`src/rtl/nbr_loc_pkg.sv`:
```
package nbr_loc_pkg;
    localparam int              SIG_W    = 16;
    localparam logic [SIG_W-1:0] SIG_POLY = 16'h002D;

    function automatic logic [SIG_W-1:0] sig_step(input logic [SIG_W-1:0] cur,
                                                  input logic [SIG_W-1:0] din);
        logic [SIG_W-1:0] fb;
        fb = cur[SIG_W-1] ? SIG_POLY : '0;
        return {cur[SIG_W-2:0], 1'b0} ^ fb ^ din;
    endfunction
endpackage

```
`src/rtl/nbr_loc_ring.sv`:
```
module nbr_loc_ring #(
    parameter int N = 8
) (
    input  logic [N-1:0] bits,
    output logic [N-1:0] word
);
    for (genvar i = 0; i < N; i++) begin : g_vote
        localparam int LEFT  = (i + N - 1) % N;
        localparam int RIGHT = (i + 1) % N;
        assign word[i] = (bits[i] ^ bits[LEFT]) & (bits[i] ^ bits[RIGHT]);
    end
endmodule

```
`src/rtl/nbr_loc_misr.sv`:
```
module nbr_loc_misr
    import nbr_loc_pkg::*;
#(
    parameter int N = 8
) (
    input  logic             clk,
    input  logic             rst,
    input  logic             clr,
    input  logic             en,
    input  logic [N-1:0]     word,
    output logic [SIG_W-1:0] sig
);
    logic [SIG_W-1:0] folded;

    always_comb begin
        folded = '0;
        for (int i = 0; i < N; i++) begin
            folded[i % SIG_W] = folded[i % SIG_W] ^ word[i];
        end
    end

    always_ff @(posedge clk) begin
        if (rst || clr) begin
            sig <= '0;
        end else if (en) begin
            sig <= sig_step(sig, folded);
        end
    end
endmodule

```
`src/rtl/nbr_loc_log.sv`:
```
module nbr_loc_log #(
    parameter int N     = 8,
    parameter int CNT_W = 16,
    parameter int DEPTH = 16,
    localparam int IW   = $clog2(DEPTH),
    localparam int EW   = $clog2(DEPTH + 1)
) (
    input  logic             clk,
    input  logic             rst,
    input  logic             clr,
    input  logic             en,
    input  logic [N-1:0]     word,
    input  logic [IW-1:0]    rd_idx,
    output logic [EW-1:0]    evt_cnt,
    output logic             ovf,
    output logic [CNT_W-1:0] rd_stamp,
    output logic [N-1:0]     rd_word
);
    typedef struct packed {
        logic [CNT_W-1:0] stamp;
        logic [N-1:0]     fword;
    } rec_t;

    rec_t             mem [DEPTH];
    logic [CNT_W-1:0] pos;
    logic             hit;
    logic             full;
    logic             wr;

    assign hit  = en && (|word);
    assign full = (evt_cnt == EW'(DEPTH));
    assign wr   = hit && !full && !rst && !clr;

    always_ff @(posedge clk) begin
        if (rst || clr) begin
            pos     <= '0;
            evt_cnt <= '0;
            ovf     <= 1'b0;
        end else if (en) begin
            pos <= pos + 1'b1;
            if (hit) begin
                if (full) ovf <= 1'b1;
                else      evt_cnt <= evt_cnt + 1'b1;
            end
        end
    end

    always_ff @(posedge clk) begin
        if (wr) begin
            mem[evt_cnt[IW-1:0]] <= '{stamp: pos, fword: word};
        end
    end

    assign rd_stamp = mem[rd_idx].stamp;
    assign rd_word  = mem[rd_idx].fword;
endmodule

```
`src/rtl/nbr_loc_top.sv`:
```
module nbr_loc_top
    import nbr_loc_pkg::*;
#(
    parameter int N_INST    = 8,
    parameter int CNT_W     = 16,
    parameter int MEM_DEPTH = 16,
    localparam int IW       = $clog2(MEM_DEPTH),
    localparam int EW       = $clog2(MEM_DEPTH + 1)
) (
    input  logic              clk,
    input  logic              rst,
    input  logic              clr,
    input  logic              scan_en,
    input  logic [N_INST-1:0] scan_out,
    input  logic [IW-1:0]     rd_idx,
    output logic [N_INST-1:0] fault_word,
    output logic [SIG_W-1:0]  sig,
    output logic [EW-1:0]     evt_cnt,
    output logic              ovf,
    output logic [CNT_W-1:0]  rd_stamp,
    output logic [N_INST-1:0] rd_word
);
    nbr_loc_ring #(.N(N_INST)) u_ring (
        .bits (scan_out),
        .word (fault_word)
    );

    nbr_loc_misr #(.N(N_INST)) u_misr (
        .clk  (clk),
        .rst  (rst),
        .clr  (clr),
        .en   (scan_en),
        .word (fault_word),
        .sig  (sig)
    );

    nbr_loc_log #(.N(N_INST), .CNT_W(CNT_W), .DEPTH(MEM_DEPTH)) u_log (
        .clk      (clk),
        .rst      (rst),
        .clr      (clr),
        .en       (scan_en),
        .word     (fault_word),
        .rd_idx   (rd_idx),
        .evt_cnt  (evt_cnt),
        .ovf      (ovf),
        .rd_stamp (rd_stamp),
        .rd_word  (rd_word)
    );
endmodule

```
`config.mk`:
```
export PLATFORM = sky130hd
export DESIGN_NAME = nbr_loc_top
export DESIGN_NICKNAME = d
export VERILOG_FILES = /design/src/rtl/nbr_loc_pkg.sv /design/src/rtl/nbr_loc_ring.sv /design/src/rtl/nbr_loc_misr.sv /design/src/rtl/nbr_loc_log.sv /design/src/rtl/nbr_loc_top.sv
export SDC_FILE = /design/constraint.sdc
export NUM_CORES = 1
export LEC_CHECK = 0
export BUFFER_PORTS_ARGS = -buffer_cell sky130_fd_sc_hd__buf_2
export CORE_ASPECT_RATIO = 0.5
export CORE_MARGIN = 2
export CORE_UTILIZATION = 50
export DETAILED_ROUTE_END_ITERATION = 16
export PLACE_DENSITY = 0.67
export SYNTH_ARGS = -nofsm -noshare
export SYNTH_HDL_FRONTEND = slang
export SYNTH_HIERARCHICAL = 1
export SYNTH_SLANG_ARGS = --single-unit
```
`constraint.sdc`:
```
create_clock -name clk -period 8.2 [get_ports clk]
set_input_delay 0.82 -clock clk [delete_from_list [all_inputs] [get_ports clk]]
set_output_delay 0.82 -clock clk [all_outputs]
set_load 0.005 [all_outputs]
```
==> results_dict.tcl, run 1 <==
set metrics [dict create \
    antennaDiodeCount 0 \
    drtIter0Drc 847 \
    synth_compound_area_frac 0.03315 \
    dieArea_um2 34240 \
    hold_slack_ns 0.4950 \
    post_cts_resized 0 \
    finalHoldViolations 0 \
    place_ws_ns 3.931 \
    synth-simple-area-share 0.04119 \
    synth_fa_ha_area_frac 0.003828 \
    cts_hold_buf 0 \
    ys_seq_area_frac 0.7521 \
    grt_pass1_vias 8179 \
    startpoint_type "input port" \
    synth_area_um2 16340 \
    synth_common_cells "edfxtp_1, mux4_2, a22oi_1" \
    yosysMostFrequentCell "edfxtp_1" \
    num_vias 8113 \
    die_x_um 259.7 \
    die_h_um 131.8 \
    fin_skew_ns 0.01452 \
    drc 0 \
    ys_warn_count 6 \
    port_buffers 69 \
    synth_xor_area_frac 0.01072 \
    cap_violations 0 \
    ant_nets 0 \
    synth_top_family_by_area "multiplexers" \
    yosys.area.top_type "edfxtp_1" \
    async_flop_share 0 \
    timing.final.ws_setup_ns 4.019 \
    status "completed" \
    fin_crit_ns 4.181 \
    grt_setup_unrepaired "false" \
    synthCells 814 \
    syn-mean-instance-area_um2 20.08 \
    synth_ff_type "edfxtp_1" \
    cts_buffer_depth 3 \
    crit_fanout 56 \
    synth_top_area_share 0.7056 \
    place_hpwl_um 19290 \
    synth_cell_types 42 \
    post_cts_buffers 0 \
    num_io_pins 70 \
    synth_edf_count 384 \
    arrival_ns 3.36 \
    htree_levels 2 \
    worstMarginPinSlew_ns 0.8882 \
    coreArea_um2 31940 \
    synthToLayoutAreaGrowth_pct 12.89 \
    setup_tns_ns 0 \
    start_util 0.5116 \
    maxClockFrequency_mhz 239.2 \
    track_usage 0.2067 \
    avgRoutedWirePerCell_um 25.33 \
    synth-seq-cells 422 \
    grt_pass1_wl_um 51770 \
    via_per_inst 5.922 \
    cts_tree "done" \
    clkSinkCount 422 \
    cellLeakagePower_uw 0.006328 \
    slew_headroom 0.4079 \
    gp_congestion 0.8095 \
    critical_path_class "input port to primary output" \
    setup-violations-final 0 \
    nets 933 \
    path_clk_slew_ns 0.06 \
    drive_gt1_frac 0.2772 \
    insertion_delay_ns 0.53 \
    synth_mux_area_frac 0.1439 \
    grt-ovfl-total 0 \
    antenna_found_initial 0 \
    syn-num-nets 835 \
    peakVddDrop_mv 0.1156 \
    grt_max_degree 57 \
    root_buffer "clkbuf_16" \
    std_cell_rows 46 \
    hold_class "register to register" \
    worstSetupEndpointType "primary output" \
    cts_buffers 37 \
    finalWirelength_um 34710 \
    period_share 0.5098 \
    crit_required_ns 7.38 \
    synth.area.top_cells "edfxtp_1, mux4_2, dfxtp_1" \
    powerDensity_nw_per_um2 228.8 \
    final-max-slew-violation-count 0 \
    drt-pass1-iter-count 5 \
]
==> per-layer routing <==
layer  track usage  up-vias  part of all wire
met5             0        -                 0
met4       0.04885        0             0.016
met3       0.03960       49             0.070
met2        0.3239      294              0.47
met1        0.3044     4254              0.44
li1              -     3516                 -
==> layout by cell type (no fill, tap or decap), types with 2 or more instances in the layout <==
cell       netlist  final
nand4_1          5      5
nand2_1         34     34
nor2b_2          0      2
clkbuf_8         0      2
clkinv_1         0      4
a211oi_1         4      4
nor2_1          31     30
o211ai_1         2      2
xnor2_1         11     11
o21ai_1          4      4
a211oi_2         2      2
nor4_1           3      3
o21ai_0          5      5
or3_1            4      4
or4_1            2      2
a21oi_1          7      7
buf_4            1     33
nand2b_1        11     11
edfxtp_1       384    384
mux2i_1         19     18
dfxtp_1         38     38
nor3_1           2      2
inv_1            4      4
clkbuf_1        20      7
a211o_1          2      2
nand3_1          7      7
and4_1           3      3
clkbuf_16        0     39
xor2_1           9      9
ha_1             5      5
a22oi_1         48     48
bufinv_16        0      3
mux4_2          96     96
buf_2           14     67
clkinv_2         0      8
and2_1          18     18
==> sequential cells by signal, indices dropped and copies added (netlist names) <==
register / flops
u_log/mem: 384
u_log/pos: 16
u_misr/sig: 16
u_log/evt_cnt: 5
u_log/ovf: 1
==> worst paths after layout <==
| path | start | end | slack (ns) | depth (start not counted) |
|---|---|---|---|---|
| max | rd_idx[0] | rd_word[6] | 4.02 | 6 |
| min | u_log/ovf | u_log/ovf | 0.49 | 2 |
| max reg2reg | u_log/evt_cnt[0] | u_log/mem[2][11] | 5.46 | 6 |
| min reg2reg | u_log/ovf | u_log/ovf | 0.49 | 2 |
==> final cells by class <==
| type | count | area [µm²] |
|---|---|---|
| Fill cell | 2347 | 13490 |
| Sequential cell | 422 | 12290 |
| Multi-Input combinational cell | 346 | 3816 |
| Clock buffer | 48 | 1030 |
| Timing Repair Buffer | 101 | 594.3 |
| Tap cell | 432 | 540.5 |
| Clock inverter | 17 | 162.7 |
| Inverter | 4 | 15.01 |
==> cell families after synthesis <==
kind of cell	count (synthesis)
flip-flops	422
AND/OR/NAND/NOR	130
multiplexers	115
AO/OA/AOI/OAI	76
buffers and inverters	46
XOR/XNOR	20
adder cells (fa/ha/maj)	5
==> power breakdown <==
| part | internal (µW) | total (µW) | switching [µW] |
|---|---|---|---|
| clock network | 983 | 1720 | 741 |
| logic | 65.6 | 162 | 96.1 |
| registers | 2330 | 2340 | 4.40 |
| total | 3380 | 4220 | 841 |
==> critical path: stages <==
cell and delay, ns:
buf_6 0.57, buf_4 0.77, mux4_2 0.59, a22oi_1 0.25
nand2_1 0.13, buf_2 0.14
==> through the flow <==
step	instance area (µm²)	total power (µW)	utilization	std cells
2_1_floorplan	16340	2490	-	814
3_3_place_gp	17260	2545	0.5403	1305
3_5_place_dp	17260	2548	0.5403	1305
4_1_cts	18450	4257	0.5776	1370
5_1_grt	18450	4351	0.5776	1370
6_report	18450	4222	0.5776	1370
No activity file was read; power rests on OpenSTA's default activity.
==> inputs of run 2 (changes only) <==
- clock period: 8.2 -> 4.4 ns (I/O delays scaled with it)
==> results_dict.tcl, run 2 (synthesized netlist as in run 1, its figures left out) <==
set metrics [dict create \
    status "completed" \
    die_x_um 259.7 \
    start_util 0.5116 \
    ant_nets 0 \
    post-route-util 0.5798 \
    powerDensity_nw_per_um2 424.0 \
    maxClockFrequency_mhz 355.2 \
    slew_headroom 0.4273 \
    placed_area_um2 17340 \
    total_power_uw 7854 \
    drc 0 \
    critical_path_class "input port to primary output" \
    min_from "rst" \
    coreArea_um2 31940 \
    crit_required_ns 3.96 \
    final_cell_mix "edfxtp_1, mux4_2, buf_2" \
    setup_tns_ns 0 \
    cts_buffer_depth 3 \
    dieArea_um2 34240 \
    cpPeakStageDelay_ns 0.56 \
    std_cell_rows 46 \
    hold_class "input port to register" \
    holdPathStages 4 \
    worstSetupEndpointType "primary output" \
    cp_cell_sequence "buf_6 > buf_4 > mux4_2 > a22oi_1 > nand2_1 > buf_2" \
    ff_latch_area_um2 12290 \
    place_hpwl_um 20940 \
    antennaDiodeCount 0 \
    gp_congestion 0.8233 \
    root_buffer "clkbuf_16" \
    htree_levels 2 \
    fin_crit_ns 2.816 \
    crit_fanout 32 \
    slowest_stage "mux4_2" \
    drive_gt1_frac 0.2760 \
    num_vias 8198 \
    worstMarginPinSlew_ns 0.8579 \
    fin_skew_ns 0.01467 \
    num_io_pins 70 \
    insertion_delay_ns 0.53 \
    grt_max_degree 49 \
    cts_tree "done" \
    crit_buf_inv 3 \
    via_per_inst 5.967 \
    hold_slack_ns 0.3495 \
    grt_pass1_wl_um 52280 \
    fill_cells 2314 \
    worstHoldEndpoint "u_misr/sig[3]" \
    largest_reg_flops 384 \
    crit_start "rd_idx[0]" \
    grt-ovfl-total 0 \
    r2r-start "u_log/evt_cnt[0]" \
    path_delay_family "buffers and inverters" \
    path_clk_slew_ns 0.06 \
    drt-pass1-iter-count 7 \
    finalHoldViolations 0 \
    nets 937 \
    drtIter0Drc 920 \
    startpoint_type "input port" \
    post_cts_resized 0 \
    finalWirelength_um 35040 \
    setup-violations-final 0 \
    port_buffers 69 \
    clkSinkCount 422 \
    grt_pass1_vias 8285 \
    reg2reg_depth 6 \
    cellLeakagePower_uw 0.006355 \
    reg2reg_slack_ns 1.98 \
    final_area_um2 18520 \
    grt_setup_unrepaired "false" \
    worst_r2r_endpoint "u_log/mem[2][19]" \
    period_share 0.6399 \
    avgRoutedWirePerCell_um 25.50 \
    antenna_found_initial 0 \
    arrival_ns 2.38 \
    final-max-slew-violation-count 0 \
    multi_input_area_um2 3816 \
    cap_violations 0 \
    cts_hold_buf 0 \
    post_cts_buffers 0 \
    cts_buffers 37 \
    peakVddDrop_mv 0.2335 \
    die_h_um 131.8 \
    mostFrequentLayoutCell "edfxtp_1" \
    synthToLayoutAreaGrowth_pct 13.33 \
    track_usage 0.2072 \
]
run 2: how the worst max path moves through the flow:
stage                                   to  slack [ns]  cells after the start
after detailed placement   u_log/mem[4][3]        1.41                      9
after floorplan           u_log/mem[10][0]        1.28                      6
final                         rd_stamp[14]        1.58                      6
after global placement        rd_stamp[14]        1.49                      6
after CTS                     rd_stamp[14]        1.48                      6
after global routing          rd_stamp[14]        1.43                      6
run 2: report_power, final:
part	switching (µW)	leakage, µW	internal, µW
clock	1350	0.000582	1830
sequential	8.39	0.00404	4350
combinational	191	0.00173	128
total	1550	0.00636	6300
run 2: area by class of cell:
class	instances	area share
repair buffers	105	0.03641
clock buffers	49	0.05580
inverters	4	0.0008106
multi-input cells	346	0.2060
clock inverters	16	0.008106
flip-flops and latches	422	0.6637
well taps	432	0.02918
run 2: tightest hold or removal path, stage by stage:
cell and delay, ns:
buf_2 0.13, nor4b_2 0.07, mux2i_1 0.11, o21ai_1 0.07
run 2: stage by stage:
stage | cells | worst slack [ns]
finish | 1374 | 1.584
global placement | 1309 | 1.492
floorplan | 814 | 1.281
global route | 1374 | 1.427
detailed placement | 1309 | 1.411
CTS | 1374 | 1.477
run 2: routing by layer:
layer,global-route usage,part of all wire
met3,0.03133,0.059
met2,0.3236,0.48
met1,0.3094,0.44
met5,0,0
met4,0.05556,0.020
